[src/rtl/ebus_clkrdy_pkg.sv]
package ebus_clkrdy_pkg;

  // Strobes from the control half to the datapath half.
  typedef struct packed {
    logic gateLoad;   // gating state may change on this edge
    logic gateValue;  // gating state to take when it may change
    logic stallNext;  // stall decision for the next cycle
  } ctlStrobe_t;

endpackage

[src/rtl/ebus_clkrdy_ctl.sv]
module ebus_clkrdy_ctl
  import ebus_clkrdy_pkg::*;
#(
  parameter int SYNC_STAGES = 2
) (
  input  logic       clk,
  input  logic       rstN,
  input  logic       cfgForceGate,
  input  logic       cfgIdleGate,
  input  logic       cfgReadyEn,
  input  logic       cfgReadyInv,
  input  logic       xferActive,
  input  logic       pinEnabled,
  input  logic       divCountZero,
  input  logic       extReadyPin,
  input  logic       rawClkLow,
  output ctlStrobe_t strobes
);

  localparam int LAST = SYNC_STAGES - 1;

  logic [SYNC_STAGES-1:0] syncQ;
  logic idleGateLive;
  logic readyOk;

  // Synchronizer chain for the asynchronous ready pin.
  genvar s;
  generate
    for (s = 0; s < SYNC_STAGES; s++) begin : gSync
      if (s == 0) begin : gFirst
        always_ff @(posedge clk) begin
          if (!rstN) syncQ[0] <= 1'b0;
          else       syncQ[0] <= extReadyPin;
        end
      end else begin : gNext
        always_ff @(posedge clk) begin
          if (!rstN) syncQ[s] <= 1'b0;
          else       syncQ[s] <= syncQ[s-1];
        end
      end
    end
  endgenerate

  // Idle gating only counts when the pin is in use and the divider runs.
  assign idleGateLive = cfgIdleGate & pinEnabled & ~divCountZero;

  // Ready polarity: with invert set, a high pin means "not ready".
  assign readyOk = syncQ[LAST] ^ cfgReadyInv;

  always_comb begin
    strobes.gateValue = cfgForceGate | (idleGateLive & ~xferActive);
    strobes.gateLoad  = rawClkLow;
    strobes.stallNext = cfgReadyEn & xferActive & ~readyOk;
  end

endmodule

[src/rtl/ebus_clkrdy_dp.sv]
module ebus_clkrdy_dp
  import ebus_clkrdy_pkg::*;
(
  input  logic       clk,
  input  logic       rstN,
  input  logic       phaseEn,
  input  logic       cfgInvert,
  input  ctlStrobe_t strobes,
  output logic       rawClkLow,
  output logic       gateState,
  output logic       extClk,
  output logic       captureStrobe,
  output logic       stallAccess
);

  logic phaseQ;
  logic gateQ;
  logic stallQ;
  logic extClkDly;
  logic rawClk;

  always_ff @(posedge clk) begin
    if (!rstN) begin
      phaseQ <= 1'b0;
      gateQ  <= 1'b0;
      stallQ <= 1'b0;
    end else begin
      if (phaseEn)          phaseQ <= ~phaseQ;
      if (strobes.gateLoad) gateQ  <= strobes.gateValue;
      stallQ <= strobes.stallNext;
    end
  end

  // Tracks the output through reset, so the strobe is correct right after it.
  always_ff @(posedge clk) extClkDly <= extClk;

  assign rawClk        = phaseQ ^ cfgInvert;
  assign rawClkLow     = ~rawClk;
  assign gateState     = gateQ;
  assign extClk        = rawClk & ~gateQ;
  assign captureStrobe = extClk & ~extClkDly;
  assign stallAccess   = stallQ;

endmodule

[src/rtl/ebus_clkrdy_ctrl.sv]
module ebus_clkrdy_ctrl
  import ebus_clkrdy_pkg::*;
#(
  parameter int SYNC_STAGES = 2
) (
  input  logic clk,
  input  logic rstN,
  input  logic phaseEn,
  input  logic cfgForceGate,
  input  logic cfgIdleGate,
  input  logic cfgInvert,
  input  logic cfgReadyEn,
  input  logic cfgReadyInv,
  input  logic xferActive,
  input  logic pinEnabled,
  input  logic divCountZero,
  input  logic extReadyPin,
  output logic extClk,
  output logic captureStrobe,
  output logic stallAccess
);

  ctlStrobe_t strobes;
  logic rawClkLow;
  logic gateState;

  ebus_clkrdy_ctl #(.SYNC_STAGES(SYNC_STAGES)) uCtl (
    .clk          (clk),
    .rstN         (rstN),
    .cfgForceGate (cfgForceGate),
    .cfgIdleGate  (cfgIdleGate),
    .cfgReadyEn   (cfgReadyEn),
    .cfgReadyInv  (cfgReadyInv),
    .xferActive   (xferActive),
    .pinEnabled   (pinEnabled),
    .divCountZero (divCountZero),
    .extReadyPin  (extReadyPin),
    .rawClkLow    (rawClkLow),
    .strobes      (strobes)
  );

  ebus_clkrdy_dp uDp (
    .clk           (clk),
    .rstN          (rstN),
    .phaseEn       (phaseEn),
    .cfgInvert     (cfgInvert),
    .strobes       (strobes),
    .rawClkLow     (rawClkLow),
    .gateState     (gateState),
    .extClk        (extClk),
    .captureStrobe (captureStrobe),
    .stallAccess   (stallAccess)
  );

endmodule

[config.mk]
export PLATFORM = sky130hd
export DESIGN_NAME = ebus_clkrdy_ctrl
export DESIGN_NICKNAME = d
export VERILOG_FILES = /design/src/rtl/ebus_clkrdy_pkg.sv /design/src/rtl/ebus_clkrdy_ctl.sv /design/src/rtl/ebus_clkrdy_dp.sv /design/src/rtl/ebus_clkrdy_ctrl.sv
export SDC_FILE = /design/constraint.sdc
export NUM_CORES = 1
export LEC_CHECK = 0
export ABC_AREA = 1
export BUFFER_PORTS_ARGS = -buffer_cell sky130_fd_sc_hd__buf_4
export CAP_MARGIN = 20
export CORE_AREA = 2 2 39 41
export DETAILED_ROUTE_END_ITERATION = 12
export DIE_AREA = 0 0 41 43
export GPL_TIMING_DRIVEN = 0
export PLACE_DENSITY_LB_ADDON = 0.1
export RECOVER_POWER = 25
export SYNTH_ARGS = -nofsm -noshare
export SYNTH_HDL_FRONTEND = slang
export SYNTH_SLANG_ARGS = --single-unit
[constraint.sdc]
create_clock -name clk -period 1 [get_ports clk]
set_clock_uncertainty 0.1 [all_clocks]
set_input_delay 0.2 -clock clk [delete_from_list [all_inputs] [get_ports clk]]
set_output_delay 0.2 -clock clk [all_outputs]
set_load 0.01 [all_outputs]
* Word-level counts from Yosys, hierarchy flattened
Index checks and enable logic that the tools add are counted.
** Word-level totals
- Bits of input ports :: 12
- Output and inout bits :: 3
- Logic and storage cells :: 22
- Register bits after elaboration :: 6
** Cells by class
- Bitwise operators :: 16
** Operators by type and width (count)
- $and A1 B1 Y1 :: 7
- $not A1 Y1 :: 6
- $xor A1 B1 Y1 :: 2
- $or A1 B1 Y1 :: 1

* Depth between registers and ports, before layout
Gate-level depths: netlist (run 1).
- Depth in word-level cells :: 4
- Depth in mapped cells :: 5
- Gate-level depth less buffers :: 5

* Cells and area by module
Synthesis (run 1) repeated with hierarchy kept, for this count alone.
** Second synthesis, totals
- Cell total of the unflattened synthesis :: 43
- Area, all modules :: 282.8 µm²
** By module, submodules not included
- ebus_clkrdy_dp :: area an instance 163.9 µm², cells an instance 23, sequential area each 80.1 µm², times used 1
- ebus_clkrdy_ctl :: area an instance 118.9 µm², cells an instance 20, sequential area each 40.0 µm², times used 1

* Least setup slack after synthesis (run 1)
No wires, ideal clock.
- Path kind :: reg2out
- Start :: register uDp.phaseQ
- End :: output port captureStrobe
- Arrival :: 0.714 ns
- Required time :: 0.700 ns
- Buffers on the path :: 0
- Setup slack :: -0.014 ns
- Cell stages (with the launch flop) :: 5
- Path through :: dfxtp_1 inv_1 nand2_1 nand3_2 nor2_1
** Between the ends
- Longest elaborated chain between the ends :: 3
** Ends and longest elaborated chain
- start: declaration :: line ebus_clkrdy_dp.sv:16 : logic phaseQ;
- start signal: assignment :: line ebus_clkrdy_dp.sv:28 : if (phaseEn) phaseQ <= ~phaseQ;
- $xor A1 B1 Y1 :: line ebus_clkrdy_dp.sv:37 : assign rawClk = phaseQ ^ cfgInvert;
- $and A1 B1 Y1 :: line ebus_clkrdy_dp.sv:40 : assign extClk = rawClk & ~gateQ;
- $and A1 B1 Y1 :: line ebus_clkrdy_dp.sv:41 : assign captureStrobe = extClk & ~extClkDly;
- end: declaration :: line ebus_clkrdy_ctrl.sv:19 : output logic captureStrobe,
Every way passes these cells.

* Worst setup path in the final report (run 1)
Ends and elaborated chain as after synthesis.

==> results.md, run 1 <==
* Setup crit end kind: output pin
* Layout net count at 70
* Worst Path Arrival at 970 ps
* Grt total ovfl at 0
* Number of register bits inferred by synthesis at 6
* Data required time at the worst endpoint at 700 ps
* Pin count of the biggest net entering global routing at 6
* Average size of a mapped cell at 6.76 um2
* IO Count at 15
* Max Clock Freq at 786 MHz
* CTS clk-pin slew, worst paths at 40 ps
* Cell area after technology mapping at 250 um2
* Final core utilization at 31.2%
* Peak supply drop at 0.469 mV
* Setup repair after global routing missed its margin: true
* Startpoint type of the worst setup path: flop
* Final Worst Setup Slack at -272 ps
* Wire length per cell after detailed routing at 6.92 um
* Floorplan core area at 1380 um2
* Via count of the routed design at 264
* CP peak stage delay at 360 ps
* Root buffer cell: sky130_fd_sc_hd__clkbuf_4
* Antenna Nets Post-Route at 0
* Area Overhead vs Synth at 72.5%
* Antenna diode count at 0
* First-pass GRT wire length at 800 um
* # port buffers at 14
* DRC violation count after routing at 0
* Post-route clock period utilization at 127%
* GRT Overall Usage at 7.37%
* Overall Power at 609 uW
* Crit path max-delay cell type: sky130_fd_sc_hd__dfxtp_4
* Cells traversed along the worst timing path: inv_2, nand2_2, nand3_4, nor2_2, buf_4
* Final-report max-slew violation count at 0
* Number of DRC markers after the initial detailed-route iteration at 1
* Global placement routability congestion at 0.581
* Number of hold violations in the final report at 0
* Failing checks: setup timing
* Post-layout min period at 1270 ps
* Vias in the first global route at 241
* Total leakage power at 0.242 nW
* Power per standard cell area at 1410 nW/um2
* Clock tree from TritonCTS: built
* Setup CP Type: reg -> out
* Cell Rows at 14
* Outcome: finished with violations
* Width of the die at 41 um
* Max FO, Critical Path at 4
* Synthesized net count at 49
* Worst slew pin tran at 202 ps
* Setup_tns at -507 ps
* Max-Cap Viols at 0
* Number of library cell types mapped by synthesis at 7
* Number of setup violations in the final report at 2
* HPWL Detailed at 387 um
* Antenna violations before repair at 0
* Die height at 43 um
* Number of H-tree levels at 1
* Tightest slew margin relative to the limit at 86.5%
* Layout cell share with drive strength beyond 1 at 44.6%
* Router iterations before antenna repair at 3
* Number of warnings issued by yosys at 0
* CTS sink cnt at 6
* Maximum buffer depth of the clock tree at 2
* CTS hold repair buffers at 0
* Routed Wire Length at 498 um
* Area of the die at 1760 um2
* Mean number of vias per cell at 3.67
* Share of synthesized area occupied by flip-flops and latches at 48.0%
* Starting utilization of the core area at 18.1%
* Worst hold slack after final layout at 39.6 ps
* Number of cells produced by synthesis at 37
* Insertion delay to the later sink of the worst-skew pair at 240 ps
* Tightest Hold Check Type: in -> reg
* Total clock buffers created by CTS at 3
[cells by family after synthesis]
group	share of synthesized area, %
XOR/XNOR	3.50
buffers and inverters	13.5
flip-flops	48.0
AND/OR/NAND/NOR	35.0
[critical path, delay by kind of cell (launching register included)]
family / cells / cell delay (ps)
simple gates: 3 / 210
buf+inv: 2 / 160
flops: 1 / 360
[metrics by stage]
step / std cells / area [um2] / worst slack (ps)
2_1_floorplan: 37 / 253 / 20.2
3_3_place_gp: 67 / 378 / -114
5_1_grt: 72 / 432 / -324
6_report: 72 / 432 / -272
3_5_place_dp: 67 / 378 / -119
4_1_cts: 71 / 419 / -298
[flip-flops by register name, indices dropped and copies added, names as in the netlist]
name	flops
uDp.phaseQ	1
uDp.extClkDly	1
uCtl.syncQ	2
uDp.gateState	1
uDp.stallAccess	1
[layer usage]
layer	up-vias	global-route usage (%)	wire length, um
li1	145	-	-
met3	0	3.14	51
met1	110	6.21	209
met4	0	8.00	0
met5	-	0	0
met2	9	11.3	237
[power breakdown]
group          switching (mW)  total (mW)  internal [mW]
registers             0.00842       0.266          0.257
logic                  0.0536       0.126         0.0728
clock network          0.0813       0.217          0.135
total                   0.143       0.609          0.466
[Yosys cell counts]
| cell | number | area [um2] |
|---|---|---|
| sky130_fd_sc_hd__inv_1 | 9 | 33.8 |
| sky130_fd_sc_hd__nor2_1 | 7 | 26.3 |
| sky130_fd_sc_hd__nand2_1 | 11 | 41.3 |
| sky130_fd_sc_hd__nand3_2 | 1 | 10.0 |
| sky130_fd_sc_hd__dfxtp_1 | 6 | 120 |
| sky130_fd_sc_hd__nand3_1 | 2 | 10.0 |
| sky130_fd_sc_hd__xor2_1 | 1 | 8.76 |
[layout by cell type (no fill, tap or decap)]
cell / n
sky130_fd_sc_hd__nand3_4: 1
sky130_fd_sc_hd__inv_1: 7
sky130_fd_sc_hd__inv_2: 2
sky130_fd_sc_hd__nor2_2: 1
sky130_fd_sc_hd__clkbuf_1: 1
sky130_fd_sc_hd__nand2_1: 9
sky130_fd_sc_hd__clkbuf_4: 3
sky130_fd_sc_hd__buf_4: 14
sky130_fd_sc_hd__buf_6: 1
sky130_fd_sc_hd__nand3_1: 2
sky130_fd_sc_hd__nand2_2: 2
sky130_fd_sc_hd__nor2_1: 6
sky130_fd_sc_hd__dfxtp_4: 1
sky130_fd_sc_hd__dfxtp_1: 5
sky130_fd_sc_hd__xor2_1: 1
[worst paths after layout]
| check | start | to | slack, ps | depth (start not counted) |
|---|---|---|---|---|
| worst max-delay path | uDp.phaseQ$_SDFFE_PN0P_ | captureStrobe | -270 | 5 |
| worst min-delay path | extReadyPin | uCtl.syncQ[0]$_SDFF_PN0_ | 40 | 3 |
| worst max register to register | uDp.phaseQ$_SDFFE_PN0P_ | uDp.gateState$_SDFFE_PN0N_ | 20 | 6 |
| worst min register to register | uCtl.syncQ[0]$_SDFF_PN0_ | uCtl.syncQ[1]$_SDFF_PN0_ | 310 | 2 |
[layout make-up]
| cell class | count | area, um2 |
|---|---|---|
| Sequential cell | 6 | 124 |
| Fill cell | 164 | 952 |
| Inverter | 9 | 33.8 |
| Tap cell | 16 | 20.0 |
| Multi-Input combinational cell | 22 | 111 |
| Clock buffer | 3 | 22.5 |
| Timing Repair Buffer | 16 | 120 |
[what timing repair did]
action,4_1_cts,5_1_grt
endpoints found under the setup margin,2,2
setup buffers,1,1
gates resized for setup,5,3
(Power assumes the default switching activity.)
==> run 2: changes to the inputs <==
- CTS_BUF_LIST: not set -> sky130_fd_sc_hd__clkbuf_8
==> results.md, run 2 (synthesis gave the netlist of run 1 again) <==
* Global placement routability congestion at 0.581 (unchanged)
* Worst slew pin tran at 207 ps (+4.38 ps)
* Antenna diode count at 0 (unchanged)
* CTS hold repair buffers at 0 (unchanged)
* CTS sink cnt at 6 (unchanged)
* First-pass GRT wire length at 800 um (unchanged)
* Failing checks: setup timing
* Startpoint type of the worst setup path: flop
* Number of H-tree levels at 1 (unchanged)
* Critical path buffers and inverters at 2 (unchanged)
* Grt total ovfl at 0 (unchanged)
* Number of DRC markers after the initial detailed-route iteration at 1 (unchanged)
* Area Overhead vs Synth at 80.0%
* Insertion delay to the later sink of the worst-skew pair at 220 ps (-20 ps)
* Switching power total at 158 uW (+11%)
* Max Clock Freq at 799 MHz (+1.7%)
* Data required time at the worst endpoint at 700 ps (about the same)
* Overall Power at 747 uW (+23%)
* Width of the die at 41 um (unchanged)
* # port buffers at 14 (unchanged)
* Number of setup violations in the final report at 2 (unchanged)
* Antenna Nets Post-Route at 0 (unchanged)
* Worst hold slack after final layout at 61.0 ps (+21.3 ps)
* Commonest non-fill, non-tap cells in the layout: sky130_fd_sc_hd__buf_4 (14), sky130_fd_sc_hd__nand2_1 (9), sky130_fd_sc_hd__inv_1 (7)
* Wire length per cell after detailed routing at 7.01 um (+1.4%)
* CTS clk-pin slew, worst paths at 40 ps (about the same)
* Post-route clock period utilization at 125% (-2.1 points)
* Setup CP Type: reg -> out
* Number of hold violations in the final report at 0 (unchanged)
* Reg with most FFs: uCtl.syncQ
* HPWL Detailed at 387 um (unchanged)
* Mean number of vias per cell at 3.60 (-1.9%)
* Total leakage power at 0.250 nW (+3.2%)
* Total internal power at 589 uW (+26%)
* Cells traversed along the worst timing path: inv_2, nand2_2, nand3_4, nor2_2, buf_4
* Crit path max-delay cell type: sky130_fd_sc_hd__dfxtp_4
* Via count of the routed design at 259 (-1.9%)
* Flip-flop count of the largest register after layout at 2 (unchanged)
* Peak supply drop at 0.613 mV (+31%)
* Antenna violations before repair at 0 (unchanged)
* Starting utilization of the core area at 18.1% (unchanged)
* Part of the total power dissipated in sequential elements at 35.7% (-8.0 points)
* Setup repair after global routing missed its margin: true
* DRC violation count after routing at 0 (unchanged)
* Switch share at 21.2% (-2.3 points)
* Outcome: finished with violations
* Clock tree from TritonCTS: built
* Routed Wire Length at 505 um (+1.4%)
* Area of the die at 1760 um2 (unchanged)
* Share of total power in the clock network at 47.4% (+12 points)
* Vias in the first global route at 245 (+1.7%)
* Power per standard cell area at 1660 nW/um2 (+18%)
* Comb power frac at 16.9% (-3.9 points)
* Layout cell share with drive strength beyond 1 at 44.6% (unchanged)
* Setup crit end kind: output pin
* Tightest slew margin relative to the limit at 86.2% (-0.29 points)
* IO Count at 15 (unchanged)
* Root buffer cell: sky130_fd_sc_hd__clkbuf_8
* Cell class contributing the biggest share of worst-path delay: flip-flops
* Post-layout min period at 1250 ps (-21.1 ps)
* GRT Overall Usage at 7.37% (unchanged)
* Floorplan core area at 1380 um2 (unchanged)
* Final Worst Setup Slack at -251 ps (+21.1 ps)
* Max FO, Critical Path at 4 (unchanged)
* Router iterations before antenna repair at 4 (+1)
* Max-Cap Viols at 0 (unchanged)
* Most common library cell in the layout ignoring fill and taps: sky130_fd_sc_hd__buf_4
* Layout net count at 70 (unchanged)
* Cell Rows at 14 (unchanged)
* Worst Path Arrival at 950 ps (-20 ps)
* Final-report max-slew violation count at 0 (unchanged)
* Maximum buffer depth of the clock tree at 2 (unchanged)
* Total clock buffers created by CTS at 3 (unchanged)
* Die height at 43 um (unchanged)
* CP peak stage delay at 360 ps (about the same)
* Tightest Hold Check Type: in -> reg
* Pin count of the biggest net entering global routing at 6 (unchanged)
run 2: cell count changes in the layout (fill, tap and decap cells not counted):
| cell | delta |
|---|---|
| sky130_fd_sc_hd__clkbuf_4 | -3 |
| sky130_fd_sc_hd__clkbuf_8 | +3 |
run 2: cell type report:
cell class,count,area (um2)
timing repair buffer,16,120
inverter,9,33.8
clock buffer,3,41.3
fill,165,933
sequential,6,124
tap,16,20.0
multi-input combinational,22,111
run 2: power groups by stage:
stage	registers (mW)	clock network (mW)	logic, mW
CTS	0.267	0.370	0.122
global placement	0.270	0	0.108
finish	0.267	0.354	0.127
global route	0.268	0.389	0.141
detailed placement	0.270	0	0.108
floorplan	0.269	0	0.0476
run 2: tightest hold or removal path, cell delays in order:
cell and delay [ps]:
sky130_fd_sc_hd__buf_4 80, sky130_fd_sc_hd__nand2_1 40, sky130_fd_sc_hd__inv_1 40
run 2: path summary, 6_finish.rpt:
path	startpoint	endpoint	slack [ps]	cells after the start
worst min register to register	uCtl.syncQ[0]$_SDFF_PN0_	uCtl.syncQ[1]$_SDFF_PN0_	310	2
worst max register to register	uDp.phaseQ$_SDFFE_PN0P_	uDp.gateState$_SDFFE_PN0N_	20	6
worst max-delay path	uDp.phaseQ$_SDFFE_PN0P_	captureStrobe	-250	5
worst min-delay path	extReadyPin	uCtl.syncQ[0]$_SDFF_PN0_	60	3
run 2: repair_timing:
action,in CTS,in global routing
gates resized for setup,5,3
buffers inserted,1,1
endpoints found under the setup margin,2,2
run 2: layer usage:
metal	global-route usage [%]	routed length [um]	vias up
met3	3.14	50	0
met4	8.00	0	0
met2	11.3	238	9
li1	-	-	144
met5	0	0	-
met1	6.21	216	106
run 2: stage by stage:
| step | setup TNS (ps) | utilization (%) | std cells | setup WS, ps | cell area [um2] |
|---|---|---|---|---|---|
| detailed placement | -232 | 27.3 | 67 | -119 | 378 |
| floorplan | 0 | - | 37 | 20.2 | 253 |
| global placement | -215 | 27.3 | 67 | -114 | 378 |
| CTS | -516 | 31.6 | 71 | -266 | 438 |
| finish | -465 | 32.5 | 72 | -251 | 450 |
| global route | -618 | 32.5 | 72 | -294 | 450 |
==> run 3: changes to the inputs <==
- ABC_AREA: 1 -> not set
==> results.md, run 3 <==
* Outcome: finished with violations
* Failing checks: setup timing
* Antenna Nets Post-Route at 0 (unchanged)
* Crit. Startpoint: uDp.phaseQ$_SDFFE_PN0P_
* Top post-synthesis cells by area: sky130_fd_sc_hd__dfxtp_1 (58%), sky130_fd_sc_hd__xor2_1 (13%), sky130_fd_sc_hd__and2_1 (9.1%)
* Setup crit end kind: output pin
* Grt total ovfl at 0 (unchanged)
* Max FO, Critical Path at 3 (-1)
* Part of the total power dissipated in sequential elements at 35.6% (about the same)
* Worst r2r dst: uDp.gateState$_SDFFE_PN0N_
* Logic depth of the worst register-to-register path at 3 (-3)
* Cells traversed along the worst timing path: xor2_2, nand2b_1, nor2_2, buf_4
* Most common flop cell mapped by yosys: sky130_fd_sc_hd__dfxtp_1
* Share of synthesized area occupied by flip-flops and latches at 58.2% (+10 points)
* CTS clk-pin slew, worst paths at 40 ps (about the same)
* DRC violation count after routing at 0 (unchanged)
* Comb power frac at 17.4% (+0.5 points)
* Total area of sequential cells at 121 um2 (-2.0%)
* Antenna violations before repair at 0 (unchanged)
* Peak supply drop at 0.682 mV (+11%)
* Area fraction of the dominant cell type after synthesis at 58.2% (+10 points)
* Setup_tns at -760 ps (-295 ps)
* Antenna diode count at 0 (unchanged)
* GRT Overall Usage at 7.24% (-0.12 points)
* Via count of the routed design at 197 (-24%)
* Number of warnings issued by yosys at 0 (unchanged)
* Post-route standard cell area excluding fillers at 399 um2 (-11%)
* Number of DRC markers after the initial detailed-route iteration at 0 (-1)
* Total leakage power at 0.193 nW (-23%)
* Routed Wire Length at 466 um (-7.7%)
* Total internal power at 606 uW (+2.8%)
* Number of register bits inferred by synthesis at 6 (unchanged)
* Worst slew pin tran at 200 ps (-6.79 ps)
* Share of flip-flops with an asynchronous set or reset after synthesis at 0% (unchanged)
* Placed cell areas at 335 um2 (-11%)
* Final-report max-slew violation count at 0 (unchanged)
* Root buffer cell: sky130_fd_sc_hd__clkbuf_8
* Clock tree from TritonCTS: built
* Cell type with the largest total area after synthesis: sky130_fd_sc_hd__dfxtp_1
* Number of setup violations in the final report at 3 (+1)
* Insertion delay to the later sink of the worst-skew pair at 220 ps (about the same)
* Average size of a mapped cell at 10.3 um2 (+53%)
* DP Cell Count at 50 (-25%)
* Power per standard cell area at 1920 nW/um2 (+16%)
* Area Overhead vs Synth at 93.3%
* CP peak stage delay at 340 ps (-20 ps)
* Final Worst Setup Slack at -340 ps (-88.8 ps)
* Vias in the first global route at 206 (-16%)
* Max-Cap Viols at 0 (unchanged)
* Tightest Hold Check Type: in -> reg
* Overall Power at 765 uW (+2.4%)
* Worst reg2reg setup slack at -120 ps (-140 ps)
* Width of the die at 41 um (unchanged)
* Startpoint type of the worst setup path: flop
* Max Clock Freq at 746 MHz (-6.6%)
* Commonest non-fill, non-tap cells in the layout: sky130_fd_sc_hd__buf_4 (14), sky130_fd_sc_hd__dfxtp_1 (5), sky130_fd_sc_hd__and2_1 (3), sky130_fd_sc_hd__clkbuf_8 (3), sky130_fd_sc_hd__xor2_1 (2)
* Maximum buffer depth of the clock tree at 2 (unchanged)
* Setup repair after global routing missed its margin: true
* Number of hold violations in the final report at 0 (unchanged)
* CTS hold repair buffers at 0 (unchanged)
* Synthesized net count at 32 (-35%)
* Commonest cells in the netlist: sky130_fd_sc_hd__dfxtp_1 (6), sky130_fd_sc_hd__and2_1 (3), sky130_fd_sc_hd__xor2_1 (3)
* Number of H-tree levels at 1 (unchanged)
* Floorplan core area at 1380 um2 (unchanged)
* Number of cells produced by synthesis at 20 (-46%)
* Cell class contributing the biggest share of worst-path delay: flip-flops
* Critical path buffers and inverters at 1 (-1)
* Setup CP Type: reg -> out
* Worst setup path end: captureStrobe
* Switch share at 20.8% (-0.37 points)
* Cell area after technology mapping at 206 um2 (-18%)
* Most common library cell in the layout ignoring fill and taps: sky130_fd_sc_hd__buf_4
* Area of the die at 1760 um2 (unchanged)
* Starting utilization of the core area at 14.9% (-3.2 points)
* Pin count of the biggest net entering global routing at 6 (unchanged)
* Crit path max-delay cell type: sky130_fd_sc_hd__dfxtp_2
* Cell Rows at 14 (unchanged)
* Worst Path Arrival at 1040 ps (+90 ps)
* CTS sink cnt at 6 (unchanged)
* Layout net count at 53 (-24%)
* Final standard cell count with taps included and fillers excluded at 55 (-24%)
* Place WS at -152 ps (-32.1 ps)
* IO Count at 15 (unchanged)
* Die height at 43 um (unchanged)
* Final-layout fill cell count at 156 (-5.5%)
* Number of library cell types mapped by synthesis at 10 (+3)
* Total clock buffers created by CTS at 3 (unchanged)
* First-pass GRT wire length at 745 um (-6.9%)
* Tightest slew margin relative to the limit at 86.6% (+0.35 points)
* Layout cell share with drive strength beyond 1 at 56.4% (+12 points)
* Share of total power in the clock network at 47.0% (-0.4 points)
* Mean number of vias per cell at 3.58 (-0.43%)
* Wire length per cell after detailed routing at 8.47 um (+21%)
* Number of enable flip-flop cells after synthesis at 0 (unchanged)
* Total area of multi-input combinational cells at 92.6 um2 (-17%)
* Startpoint of the lowest-slack register-to-register path: uDp.phaseQ$_SDFFE_PN0P_
* Switching power total at 159 uW (+0.55%)
* Post-route clock period utilization at 134% (+8.9 points)
* Data required time at the worst endpoint at 700 ps (about the same)
* Most frequent cell after synthesis: sky130_fd_sc_hd__dfxtp_1
* Router iterations before antenna repair at 1 (-3)
* Flip-flop count of the largest register after layout at 2 (unchanged)
* # port buffers at 14 (unchanged)
* Global placement routability congestion at 0.522 (-10%)
* Post-layout min period at 1340 ps (+88.8 ps)
* Path length in cells of the critical path at 4 (-1)
* Reg with most FFs: uCtl.syncQ
-- run 3: cell types whose count changed after synthesis, sizes merged --
cell,change
and2,+3
inv,-8
nand2,-10
nand2b,+1
nand3,-2
nor2,-5
nor3,+1
o311a,+1
xor2,+2
-- run 3: repair_timing --
item,4_1_cts,5_1_grt
setup endpoints to repair,3,3
resized for setup,1,1
buffers inserted,1,1
pin swaps,1,2
-- run 3: kinds of logic after synthesis --
| family | Yosys count | share of synthesized area (%) |
|---|---|---|
| AO/OA/AOI/OAI | 1 | 4.85 |
| XOR/XNOR | 3 | 12.7 |
| flip-flops | 6 | 58.2 |
| AND/OR/NAND/NOR | 9 | 22.4 |
| buffers and inverters | 1 | 1.82 |
-- run 3: routing by layer --
layer | vias up | track usage, % | part of all wire, %
met4 | 0 | 10.0 | 4.9
met1 | 80 | 6.47 | 38
met2 | 11 | 9.69 | 44
met5 | - | 0 | 0
met3 | 4 | 3.14 | 13
li1 | 102 | - | -
-- run 3: worst min path at each step --
| stage | startpoint | end | cells after the start |
|---|---|---|---|
| final | extReadyPin | uCtl.syncQ[0]$_SDFF_PN0_ | 2 |
| after global routing | extReadyPin | uCtl.syncQ[0]$_SDFF_PN0_ | 2 |
| after CTS | extReadyPin | uCtl.syncQ[0]$_SDFF_PN0_ | 2 |
| after detailed placement | extReadyPin | uCtl.syncQ[0]$_SDFF_PN0_ | 2 |
| after global placement | extReadyPin | uCtl.syncQ[0]$_SDFF_PN0_ | 2 |
| after floorplan | rstN | uDp.phaseQ$_SDFFE_PN0P_ | 1 |
-- run 3: area by class of cell --
| type | instances | area share (%) |
|---|---|---|
| multi-input combinational | 13 | 23.2 |
| timing repair buffer | 16 | 30.1 |
| sequential | 6 | 30.4 |
| inverter | 1 | 0.940 |
| tap | 16 | 5.02 |
| clock buffer | 3 | 10.3 |
-- run 3: worst reg2reg max path, delay by kind of cell, from the launching register on --
kind	cells	cell delay [ps]
buf+inv	1	130
xor+xnor	1	140
compound gates	1	310
flops	1	320
-- run 3: power groups by stage --
stage / registers, mW / clock network (mW) / logic [mW]
after detailed placement: 0.276 / 0 / 0.113
after CTS: 0.271 / 0.369 / 0.126
after global routing: 0.275 / 0.384 / 0.146
after floorplan: 0.275 / 0 / 0.0480
after global placement: 0.275 / 0 / 0.111
final: 0.273 / 0.359 / 0.133
-- run 3: through the flow --
stage                     hold slack [ps]  utilization (%)
after floorplan                       222                -
after global placement                301             24.2
after detailed placement              306             24.2
after CTS                            79.0             28.0
after global routing                 93.6             28.8
final                                80.1             28.8
